**config.mk**
```make
export PLATFORM = sky130hd
export DESIGN_NAME = fcfs_mem_arb
export DESIGN_NICKNAME = d
export VERILOG_FILES = /design/src/rtl/fcfs_arb_pkg.sv /design/src/rtl/fcfs_order_q.sv /design/src/rtl/fcfs_rom.sv /design/src/rtl/fcfs_ram.sv /design/src/rtl/fcfs_mem_arb.sv
export SDC_FILE = /design/constraint.sdc
export NUM_CORES = 1
export LEC_CHECK = 0
export BUFFER_PORTS_ARGS = -buffer_cell sky130_fd_sc_hd__buf_2
export CAP_MARGIN = 20
export CORE_MARGIN = 2
export CORE_UTILIZATION = 60
export DETAILED_ROUTE_END_ITERATION = 6
export PLACE_DENSITY = 0.77
export SETUP_SLACK_MARGIN = 0.02
export SYNTH_ARGS = -nofsm -noshare
export SYNTH_HDL_FRONTEND = slang
export SYNTH_SLANG_ARGS = --single-unit
```
**constraint.sdc**
```tcl
create_clock -name clk -period 5.4 [get_ports clk]
set_input_delay 1.08 -clock clk [delete_from_list [all_inputs] [get_ports clk]]
set_output_delay 1.08 -clock clk [all_outputs]
set_load 0.05 [all_outputs]
```
**src/rtl/fcfs_arb_pkg.sv**
```systemverilog
package fcfs_arb_pkg;

  localparam int NPORT = 3;

  // Contents of the read-only target, computed per word index.
  function automatic logic [31:0] rom_word(input int unsigned idx);
    return 32'h0DE0_0000 | (idx * 32'h0001_0003);
  endfunction

  // Top address bit set means the read/write target.
  function automatic logic targets_ram(input logic msb);
    return msb;
  endfunction

endpackage

```
**src/rtl/fcfs_order_q.sv**
```systemverilog
module fcfs_order_q
  import fcfs_arb_pkg::*;
#(
  parameter int N = NPORT
) (
  input  logic         clk,
  input  logic         rst_n,
  input  logic [N-1:0] req,
  input  logic [N-1:0] done,
  output logic [N-1:0] gnt,
  output logic         head_vld,
  output logic [$clog2(N)-1:0] head_id
);
  localparam int ID_W  = $clog2(N);
  localparam int CNT_W = $clog2(N + 1);

  logic [ID_W-1:0]  slot_q [N];
  logic [ID_W-1:0]  slot_n [N];
  logic [CNT_W-1:0] cnt_q, cnt_n, wp;
  logic [N-1:0]     pend_q, pend_n;
  logic [N-1:0]     arrive;

  assign arrive   = req & ~pend_q;
  assign head_vld = (cnt_q != '0);
  assign head_id  = slot_q[0];

  always_comb begin
    gnt = '0;
    if (head_vld) gnt[slot_q[0]] = 1'b1;
  end

  // Pop the head, then append this cycle's arrivals in port-index order.
  always_comb begin
    slot_n = slot_q;
    if (head_vld)
      for (int i = 0; i < N - 1; i++) slot_n[i] = slot_q[i + 1];
    wp = cnt_q - CNT_W'(head_vld);
    for (int p = 0; p < N; p++) begin
      if (arrive[p]) begin
        slot_n[wp] = ID_W'(p);
        wp = wp + CNT_W'(1);
      end
    end
    cnt_n  = wp;
    pend_n = (pend_q | arrive) & ~done;
  end

  always_ff @(posedge clk) begin
    if (!rst_n) begin
      cnt_q  <= '0;
      pend_q <= '0;
      for (int i = 0; i < N; i++) slot_q[i] <= '0;
    end else begin
      cnt_q  <= cnt_n;
      pend_q <= pend_n;
      slot_q <= slot_n;
    end
  end

  // at most one grant per cycle
  p_gnt_onehot_r2: assert property (@(posedge clk) disable iff (!rst_n)
    $onehot0(gnt));

  // a grant only goes to a port with a pending request
  p_gnt_pending_r2: assert property (@(posedge clk) disable iff (!rst_n)
    (gnt != '0) |-> ((gnt & pend_q) == gnt));

  // queue never holds more entries than there are pending ports
  p_depth_bound_r9: assert property (@(posedge clk) disable iff (!rst_n)
    32'(cnt_q) <= $countones(pend_q));

endmodule

```
**src/rtl/fcfs_rom.sv**
```systemverilog
module fcfs_rom
  import fcfs_arb_pkg::*;
#(
  parameter int DEPTH  = 16,
  parameter int DATA_W = 32
) (
  input  logic                     clk,
  input  logic                     en,
  input  logic [$clog2(DEPTH)-1:0] idx,
  output logic [DATA_W-1:0]        rdata
);
  always_ff @(posedge clk) begin
    if (en) rdata <= DATA_W'(rom_word(32'(idx)));
  end
endmodule

```
**src/rtl/fcfs_ram.sv**
```systemverilog
module fcfs_ram #(
  parameter int DEPTH  = 16,
  parameter int DATA_W = 32
) (
  input  logic                     clk,
  input  logic                     en,
  input  logic                     we,
  input  logic [$clog2(DEPTH)-1:0] idx,
  input  logic [DATA_W-1:0]        wdata,
  input  logic [DATA_W/8-1:0]      be,
  output logic [DATA_W-1:0]        rdata
);
  localparam int BE_W = DATA_W / 8;

  for (genvar b = 0; b < BE_W; b++) begin : g_lane
    logic [7:0] lane_mem [DEPTH];
    logic [7:0] lane_rd;
    always_ff @(posedge clk) begin
      if (en && we && be[b]) lane_mem[idx] <= wdata[8*b +: 8];
      if (en && !we)         lane_rd       <= lane_mem[idx];
    end
    assign rdata[8*b +: 8] = lane_rd;
  end
endmodule

```
**src/rtl/fcfs_mem_arb.sv**
```systemverilog
module fcfs_mem_arb
  import fcfs_arb_pkg::*;
#(
  parameter int DEPTH  = 16,
  parameter int DATA_W = 32,
  localparam int IDX_W  = $clog2(DEPTH),
  localparam int ADDR_W = IDX_W + 1,
  localparam int BE_W   = DATA_W / 8
) (
  input  logic                    clk,
  input  logic                    rst_n,
  input  logic [NPORT-1:0]        req,
  input  logic [NPORT-1:0]        we,
  input  logic [NPORT*ADDR_W-1:0] addr,
  input  logic [NPORT*DATA_W-1:0] wdata,
  input  logic [NPORT*BE_W-1:0]   be,
  output logic [NPORT-1:0]        gnt,
  output logic [NPORT-1:0]        done,
  output logic [NPORT-1:0]        err,
  output logic [DATA_W-1:0]       rdata
);
  logic                     head_vld;
  logic [$clog2(NPORT)-1:0] head_id;
  logic [ADDR_W-1:0]        h_addr;
  logic [DATA_W-1:0]        h_wdata;
  logic [BE_W-1:0]          h_be;
  logic                     h_we, h_ram;
  logic                     rom_en, ram_en, rom_fault;
  logic [DATA_W-1:0]        rom_rd, ram_rd;
  logic                     sel_q, wr_q;

  fcfs_order_q #(.N(NPORT)) u_q (
    .clk(clk), .rst_n(rst_n), .req(req), .done(done),
    .gnt(gnt), .head_vld(head_vld), .head_id(head_id)
  );

  assign h_addr    = addr[head_id*ADDR_W +: ADDR_W];
  assign h_wdata   = wdata[head_id*DATA_W +: DATA_W];
  assign h_be      = be[head_id*BE_W +: BE_W];
  assign h_we      = we[head_id];
  assign h_ram     = targets_ram(h_addr[ADDR_W-1]);
  assign ram_en    = head_vld & h_ram;
  assign rom_en    = head_vld & ~h_ram & ~h_we;
  assign rom_fault = head_vld & ~h_ram & h_we;

  fcfs_rom #(.DEPTH(DEPTH), .DATA_W(DATA_W)) u_rom (
    .clk(clk), .en(rom_en), .idx(h_addr[IDX_W-1:0]), .rdata(rom_rd)
  );

  fcfs_ram #(.DEPTH(DEPTH), .DATA_W(DATA_W)) u_ram (
    .clk(clk), .en(ram_en), .we(h_we), .idx(h_addr[IDX_W-1:0]),
    .wdata(h_wdata), .be(h_be), .rdata(ram_rd)
  );

  always_ff @(posedge clk) begin
    if (!rst_n) begin
      done  <= '0;
      err   <= '0;
      sel_q <= 1'b0;
      wr_q  <= 1'b0;
    end else begin
      done  <= gnt;
      err   <= rom_fault ? gnt : '0;
      sel_q <= h_ram;
      wr_q  <= h_we;
    end
  end

  assign rdata = ((done != '0) && !wr_q) ? (sel_q ? ram_rd : rom_rd) : '0;

  // completion follows the grant by exactly one cycle on the same port
  p_done_follows_gnt_r8: assert property (@(posedge clk) disable iff (!rst_n)
    (gnt != '0) |=> (done == $past(gnt)));

  // no completion without a grant in the previous cycle
  p_no_stray_done_r8: assert property (@(posedge clk) disable iff (!rst_n)
    (gnt == '0) |=> (done == '0));

  // a write aimed at the read-only target reports an error
  p_rom_write_err_r7: assert property (@(posedge clk) disable iff (!rst_n)
    rom_fault |=> (err == done && err != '0));

  // other accesses never report an error
  p_err_only_fault_r7: assert property (@(posedge clk) disable iff (!rst_n)
    !rom_fault |=> (err == '0));

  // a granted port still holds its request
  p_gnt_held_req_r9: assert property (@(posedge clk) disable iff (!rst_n)
    (gnt & ~req) == '0);

endmodule

```
==> results.md, run 1 <==
- Power share of the combinational group: 20.0%
- Fin nets: ~2200
- Hpwl dp: ~39000 µm
- Achievable Freq: 0.242 GHz
- Placed cell count: 2542
- R2R Path End: u_ram.g_lane[3].lane_mem[6][2]$_DFFE_PP_
- Synthesized net count: about 2100
- Final instance area: approximately 27000 µm²
- Final weighted congestion in routability-driven placement: roughly 0.9
- Register area share after synthesis: between 70% and 80%
- Mapped Cells: roughly 1900
- Endpoints failing hold: 0
- Clock Skews: between 15 and 20 ps
- Outcome: completed
- First-pass detailed-route iteration total: 5
- Port Buf Inserts: approximately 170
- Routed WL: approximately 60000 µm
- Synth top cells by count: edfxtp_1 (554), nand2_1 (482), nand3_1 (194), nor2_1 (155), mux2i_1 (83)
- Post-synth EDFFs: approximately 550
- Min-Delay Endpoint: u_q.slot_q[0]$_SDFF_PN0_
- Delay of the slowest critical-path stage: 630 ps
- Crit share post-route: about three quarters
- Worst hold margin: around 470 ps
- PostCTS Resize Cnt: 0
- Post CTS Setup Buffer Count: 0
- Vias in the first global route: between 15000 and 20000
- CP arrival: between 4000 and 5000 ps
- Mapped Avg Cell Area: 12.4 µm²
- Yosys warns: 0
- Most frequent cell after synthesis: edfxtp_1
- Die width: between 200 and 250 µm
- Worst Tran Pin Value: roughly 1100 ps
- Sw Share: 29.4%
- Highest routed layer: met4
- Clock Sinks: around 570
- DR WL/cell: about 23 µm
- Worst setup EP type: register
- Setup_tns: 0 ps
- Clock Tree Buf Depth: 3
- Die Span Y: between 200 and 250 µm
- Yosys reg bits: 573
- Max-slew headroom: 28.5%
- Area share of the largest cell type after synthesis: about 70%
- DRT iter0 DRCs: 1970
- Crit-path cells: buf_4 -> nor2b_1 -> mux2i_4 -> buf_12 -> ha_1 -> nand2_1 -> nor2_1
- Leakage power: between 9 and 10 nW
- Post-synth top flop: edfxtp_1
- Clock buffer count from CTS: 55
- GR Overflow Total: 0
- Synth area leader: edfxtp_1
- DR WL met3: approximately 6200 µm
- Maximum vdd drop: 344 µV
- DRC: 0
- WS Path Type: reg -> reg
- Pwr Total: about 11 mW
- Clock latency on the worst-skew pair: 600 ps
- Final slew viol count: 0
- Psw: between 3 and 4 mW
- Max stage delay cell, worst path: buf_12
- Root Driver: clkbuf_16
- DIE AREA: 41100 µm²
- Initial Utilization: around 61%
- Detail Route met2 WL: around 30000 µm
- Async S/R FF share, synth: 0%
- Core Box Area: ~39000 µm²
- Hold_sp: u_q.slot_q[0]$_SDFF_PN0_
- Initial antenna violation count: 3
- # IOs: roughly 170
- Largest net degree at the start of global routing: 226
- Wl on met1: between 20000 and 25000 µm
- Reg2reg start: u_q.head_id[1]$_SDFF_PN0_
- Share of cells above drive strength 1: between 15 and 20%
- Minimum clock period: between 4000 and 5000 ps
- Worst R2R Path Depth: 7
- Final setup fails: 0
- Top post-synthesis cells by area: edfxtp_1 (70%), nand2_1 (7.6%), nand3_1 (4.1%)
- Synth-to-layout area growth: 13.7%
- H-tree Lvls: 2
- Hold Crit Class: reg -> reg
- Max Cap Viol: 0
- Worst-path maximum fanout: about 230
- Total track usage: a little under a third
- Flop pwr share: a little under half
- Clock Power Share: 33.3%
- DR vias/cell: 6.05
- Row count: 72
- Worst setup SP type: register
- Placed cell area: 25200 µm²
- CTS tree: yes
- RSZ-0062 raised after global routing: false
- ANT nets after route: 0
- Worst Path Required: between 5000 and 6000 ps
- Reg clk slew, reported paths: roughly 60 ps
- Hold buffers post-CTS: 0
- Power Internal: roughly 8 mW
- Worst Hold Path Cells: 2
- Cell Pwr Density: between 400 and 500 nW/µm²
- Number of library cell types mapped by synthesis: 40
- Non-filler cells, final: about 2600
- N_diodes: 0
- Synthesized cell area: 23700 µm²
- Via Count: approximately 16000
- FF-to-FF setup slack: approximately 1300 ps
- Global-route wire length before repair: between 90000 and 100000 µm
-- power by group through the flow --
stage | Clock [mW] | Sequential (mW) | Combinational (mW)
after floorplan | 0 | 5.36 | 1.35
after global placement | 0 | 5.37 | 2.16
after detailed placement | 0 | 5.37 | 2.22
after CTS | 3.76 | 5.28 | 2.23
after global routing | 3.94 | 5.28 | 2.41
final | 3.75 | 5.28 | 2.26
-- worst max-delay path, delay by kind of cell, from the launching register on --
family	cells	cell delay, ps
buffers and inverters	2	1210
muxes	1	380
adders and majority gates	1	350
DFF	1	560
and+or+nand+nor	3	1010
-- cell families after synthesis --
logic type / share of synthesized area, %
DFF: 71.8
xor gates and xnor gates: 0.185
adders and majority gates: 1.06
AOI/OAI and AO/OA: 4.20
and+or+nand+nor: 16.8
muxes: 3.65
buffers and inverters: 2.35
-- registers in the layout, indices dropped and copies added (netlist names) --
signal,cells
u_ram.g_lane.lane_mem,512
u_ram.g_lane.lane_rd,32
u_rom.rdata,10
u_q.slot_q,4
done,3
err,3
u_q.pend_q,3
u_q.cnt_q,2
u_q.head_id,2
sel_q,1
wr_q,1
-- cells in the final DEF, fill, tap and decap left out, types with 2 or more instances in the layout --
cell type | netlist | layout
nand4_1 | 32 | 32
clkinv_1 | 0 | 10
nor3_2 | 1 | 4
nand3_1 | 194 | 194
o221ai_1 | 32 | 32
a32oi_1 | 2 | 2
inv_2 | 4 | 2
clkbuf_1 | 55 | 9
a2bb2oi_2 | 2 | 2
nor3_1 | 43 | 39
clkbuf_16 | 0 | 57
nor2b_1 | 6 | 6
a211oi_1 | 2 | 2
a21oi_1 | 80 | 80
xnor2_1 | 3 | 3
a21o_1 | 2 | 2
xor2_1 | 2 | 2
and3_1 | 15 | 15
clkinv_2 | 0 | 15
clkinvlp_4 | 0 | 2
o21ai_0 | 39 | 38
buf_4 | 0 | 51
dfxtp_1 | 19 | 17
buf_2 | 44 | 171
nor2_1 | 155 | 154
inv_1 | 12 | 12
ha_1 | 20 | 20
nand2_1 | 482 | 482
edfxtp_1 | 554 | 554
nand2b_1 | 4 | 4
mux2i_1 | 83 | 83
bufinv_16 | 0 | 5
-- cell type report --
class | count | area, µm²
inverters | 16 | 68.8
repair buffers | 225 | 1300
flip-flops and latches | 573 | 17000
fillers | 2685 | 11900
clock inverters | 33 | 290
multi-input cells | 1211 | 6180
clock buffers | 66 | 1460
well taps | 518 | 648
-- worst max path at each step --
stage	startpoint	to	slack, ps	depth (start not counted)
final	u_q.head_id[1]$_SDFF_PN0_	u_ram.g_lane[3].lane_mem[6][2]$_DFFE_PP_	1270	7
after detailed placement	addr[0]	u_ram.g_lane[3].lane_mem[10][0]$_DFFE_PP_	1240	7
after global placement	addr[0]	u_ram.g_lane[0].lane_mem[10][7]$_DFFE_PP_	1330	7
after floorplan	addr[14]	u_ram.g_lane[0].lane_rd[0]$_DFFE_PP_	1360	4
after global routing	u_q.head_id[1]$_SDFF_PN0_	u_ram.g_lane[3].lane_mem[6][2]$_DFFE_PP_	1080	7
after CTS	u_q.head_id[1]$_SDFF_PN0_	u_ram.g_lane[3].lane_mem[6][6]$_DFFE_PP_	1360	7
-- stage by stage --
stage                     util (%)  setup WS (ps)
after CTS                     69.4           1360
after global placement        64.9           1330
after detailed placement      64.9           1240
final                         69.5           1270
after floorplan                  -           1360
after global routing          69.5           1080
-- routing by layer --
layer  vias to the layer above  global-route usage, %
li1                       7243                      -
met1                      7638                   40.6
met2                       978                   49.8
met3                       132                   5.04
met4                         0                   11.1
met5                         -                      0
No activity file was read; power rests on OpenSTA's default activity.
==> run 2, diff against run 1 <==
clock period = 4 ns   (was 5.4 ns; I/O delays follow)
==> results.md, run 2 (synthesis gave the netlist of run 1 again) <==
- Final setup fails: 0 (unchanged)
- Port Buf Inserts: 171 (unchanged)
- CP arrival: 3590 ps (-770 ps)
- Most frequent cells in the layout: edfxtp_1 (554), nand2_1 (482), nand3_1 (194)
- Hold Crit Class: reg -> reg
- Clock Sinks: 573 (unchanged)
- ANT nets after route: 0 (unchanged)
- Worst-path maximum fanout: 22 (-90%)
- PostCTS Resize Cnt: 0 (unchanged)
- Endpoints failing hold: 0 (unchanged)
- Worst setup SP type: register
- Clock Skews: 14.1 ps (-4.46 ps)
- Synth-to-layout area growth: 15.1%
- Sw Share: 28.7% (-0.66 points)
- Max Cap Viol: 0 (unchanged)
- Psw: 4.31 mW (+30%)
- Max-slew headroom: 16.7% (-12 points)
- DRC: 0 (unchanged)
- DIE AREA: 41100 µm² (unchanged)
- Reg clk slew, reported paths: 60 ps (about the same)
- Leakage power: 9.85 nW (+2.3%)
- Via Count: 16400 (+2.4%)
- Share of cells above drive strength 1: 16.8% (+1.5 points)
- Power Internal: 10.7 mW (+34%)
- Vias in the first global route: 16200 (+3.9%)
- Worst Tran Pin Value: 1250 ps (+180 ps)
- Minimum clock period: 3380 ps (-757 ps)
- Fin nets: 2280 (+2.1%)
- Routed WL: 59300 µm (-3.6%)
- Clock latency on the worst-skew pair: 590 ps (about the same)
- Cell Pwr Density: 549 nW/µm² (+31%)
- Power share of the combinational group: 19.6% (-0.4 points)
- Max reg flops: 512 (unchanged)
- H-tree Lvls: 2 (unchanged)
- DRT iter0 DRCs: 1903 (-3.4%)
- Row count: 72 (unchanged)
- Largest net degree at the start of global routing: 133 (-41%)
- Final weighted congestion in routability-driven placement: 0.888 (-0.52%)
- Post CTS Setup Buffer Count: 0 (unchanged)
- Maximum vdd drop: 352 µV (+2.4%)
- First-pass detailed-route iteration total: 6 (+1)
- DR vias/cell: 6.08 (+0.41%)
- Largest registers: u_ram.g_lane.lane_mem (512), u_ram.g_lane.lane_rd (32), u_rom.rdata (10)
- Total track usage: 29.1% (-1.0 points)
- Achievable Freq: 0.296 GHz (+22%)
- Core Box Area: 38800 µm² (unchanged)
- Global-route wire length before repair: 90400 µm (-1.5%)
- Worst setup EP type: register
- Top reg by flops: u_ram.g_lane.lane_mem
- Hpwl dp: 37500 µm (-3.9%)
- RSZ-0062 raised after global routing: false
- Final slew viol count: 0 (unchanged)
- DR WL/cell: 22.0 µm (-5.5%)
- Clock Tree Buf Depth: 3 (unchanged)
- CTS tree: yes
- GR Overflow Total: 0 (unchanged)
- Hold buffers post-CTS: 0 (unchanged)
- Clock buffer count from CTS: 55 (unchanged)
- Die width: 203 µm (unchanged)
- Crit share post-route: 84.4% (+7.9 points)
- Die Span Y: 203 µm (unchanged)
- Initial Utilization: 61.1% (unchanged)
- WS Path Type: reg -> reg
- Commonest non-fill, non-tap cell in the layout: edfxtp_1
- Outcome: completed
- Worst Path Required: 4210 ps (-1420 ps)
- Initial antenna violation count: 1 (-2)
- # IOs: 172 (unchanged)
- Clock Power Share: 32.8% (-0.5 points)
- Flop pwr share: 47.6% (+0.8 points)
- Root Driver: clkbuf_16
- Filler instances: 2601 (-3.1%)
- Pwr Total: 15.0 mW (+33%)
- Setup_tns: 0 ps (unchanged)
run 2: critical path, stage by stage, from the launching register on:
cell     delay (ps)
dfxtp_4         460
and2b_2         560
nand2_1          90
o21ai_0          90
buf_4           170
nor3b_2         300
nand2_1         440
nor2_1          880
run 2: cell type report:
type | instances | area, µm² | area share, %
clock buffer | 71 | 1480 | 5.42
clock inverter | 32 | 223 | 0.816
inverter | 16 | 68.8 | 0.252
tap | 518 | 648 | 2.37
timing repair buffer | 272 | 1680 | 6.14
multi-input combinational | 1211 | 6180 | 22.7
sequential | 573 | 17000 | 62.3
antenna | 1 | 2.50 | 0.00917
run 2: worst paths after layout:
check	from	endpoint	slack (ps)	cells after the start
setup / recovery	u_q.head_id[1]$_SDFF_PN0_	u_ram.g_lane[3].lane_mem[13][5]$_DFFE_PP_	620	7
hold / removal	u_q.slot_q[0]$_SDFF_PN0_	u_q.slot_q[0]$_SDFF_PN0_	470	2
setup reg to reg	u_q.head_id[1]$_SDFF_PN0_	u_ram.g_lane[3].lane_mem[13][5]$_DFFE_PP_	620	7
hold reg to reg	u_q.slot_q[0]$_SDFF_PN0_	u_q.slot_q[0]$_SDFF_PN0_	470	2
run 2: metal layers:
metal	GRT usage [%]	wire, µm	up-vias
li1	-	-	7345
met1	37.1	22200	7911
met2	48.4	29100	976
met3	6.74	6150	139
met4	11.4	1730	2
met5	2.74	156	-
run 2: stage by stage:
step	instances	util (%)	hold WS [ps]	setup slack [ps]	instance area [µm²]
6_report	2694	70.3	466	624	27300
5_1_grt	2693	70.3	476	394	27300
4_1_cts	2693	70.3	457	617	27300
3_5_place_dp	2590	65.9	453	592	25600
3_3_place_gp	2590	65.9	452	687	25600
2_1_floorplan	1916	-	431	227	23700
run 2: power groups by stage:
| stage | Combinational (mW) | Clock [mW] | Sequential (mW) |
|---|---|---|---|
| 6_report | 2.93 | 4.92 | 7.14 |
| 4_1_cts | 2.91 | 4.97 | 7.14 |
| 3_3_place_gp | 2.80 | 0 | 7.26 |
| 5_1_grt | 3.16 | 5.20 | 7.14 |
| 3_5_place_dp | 2.89 | 0 | 7.26 |
| 2_1_floorplan | 1.82 | 0 | 7.24 |
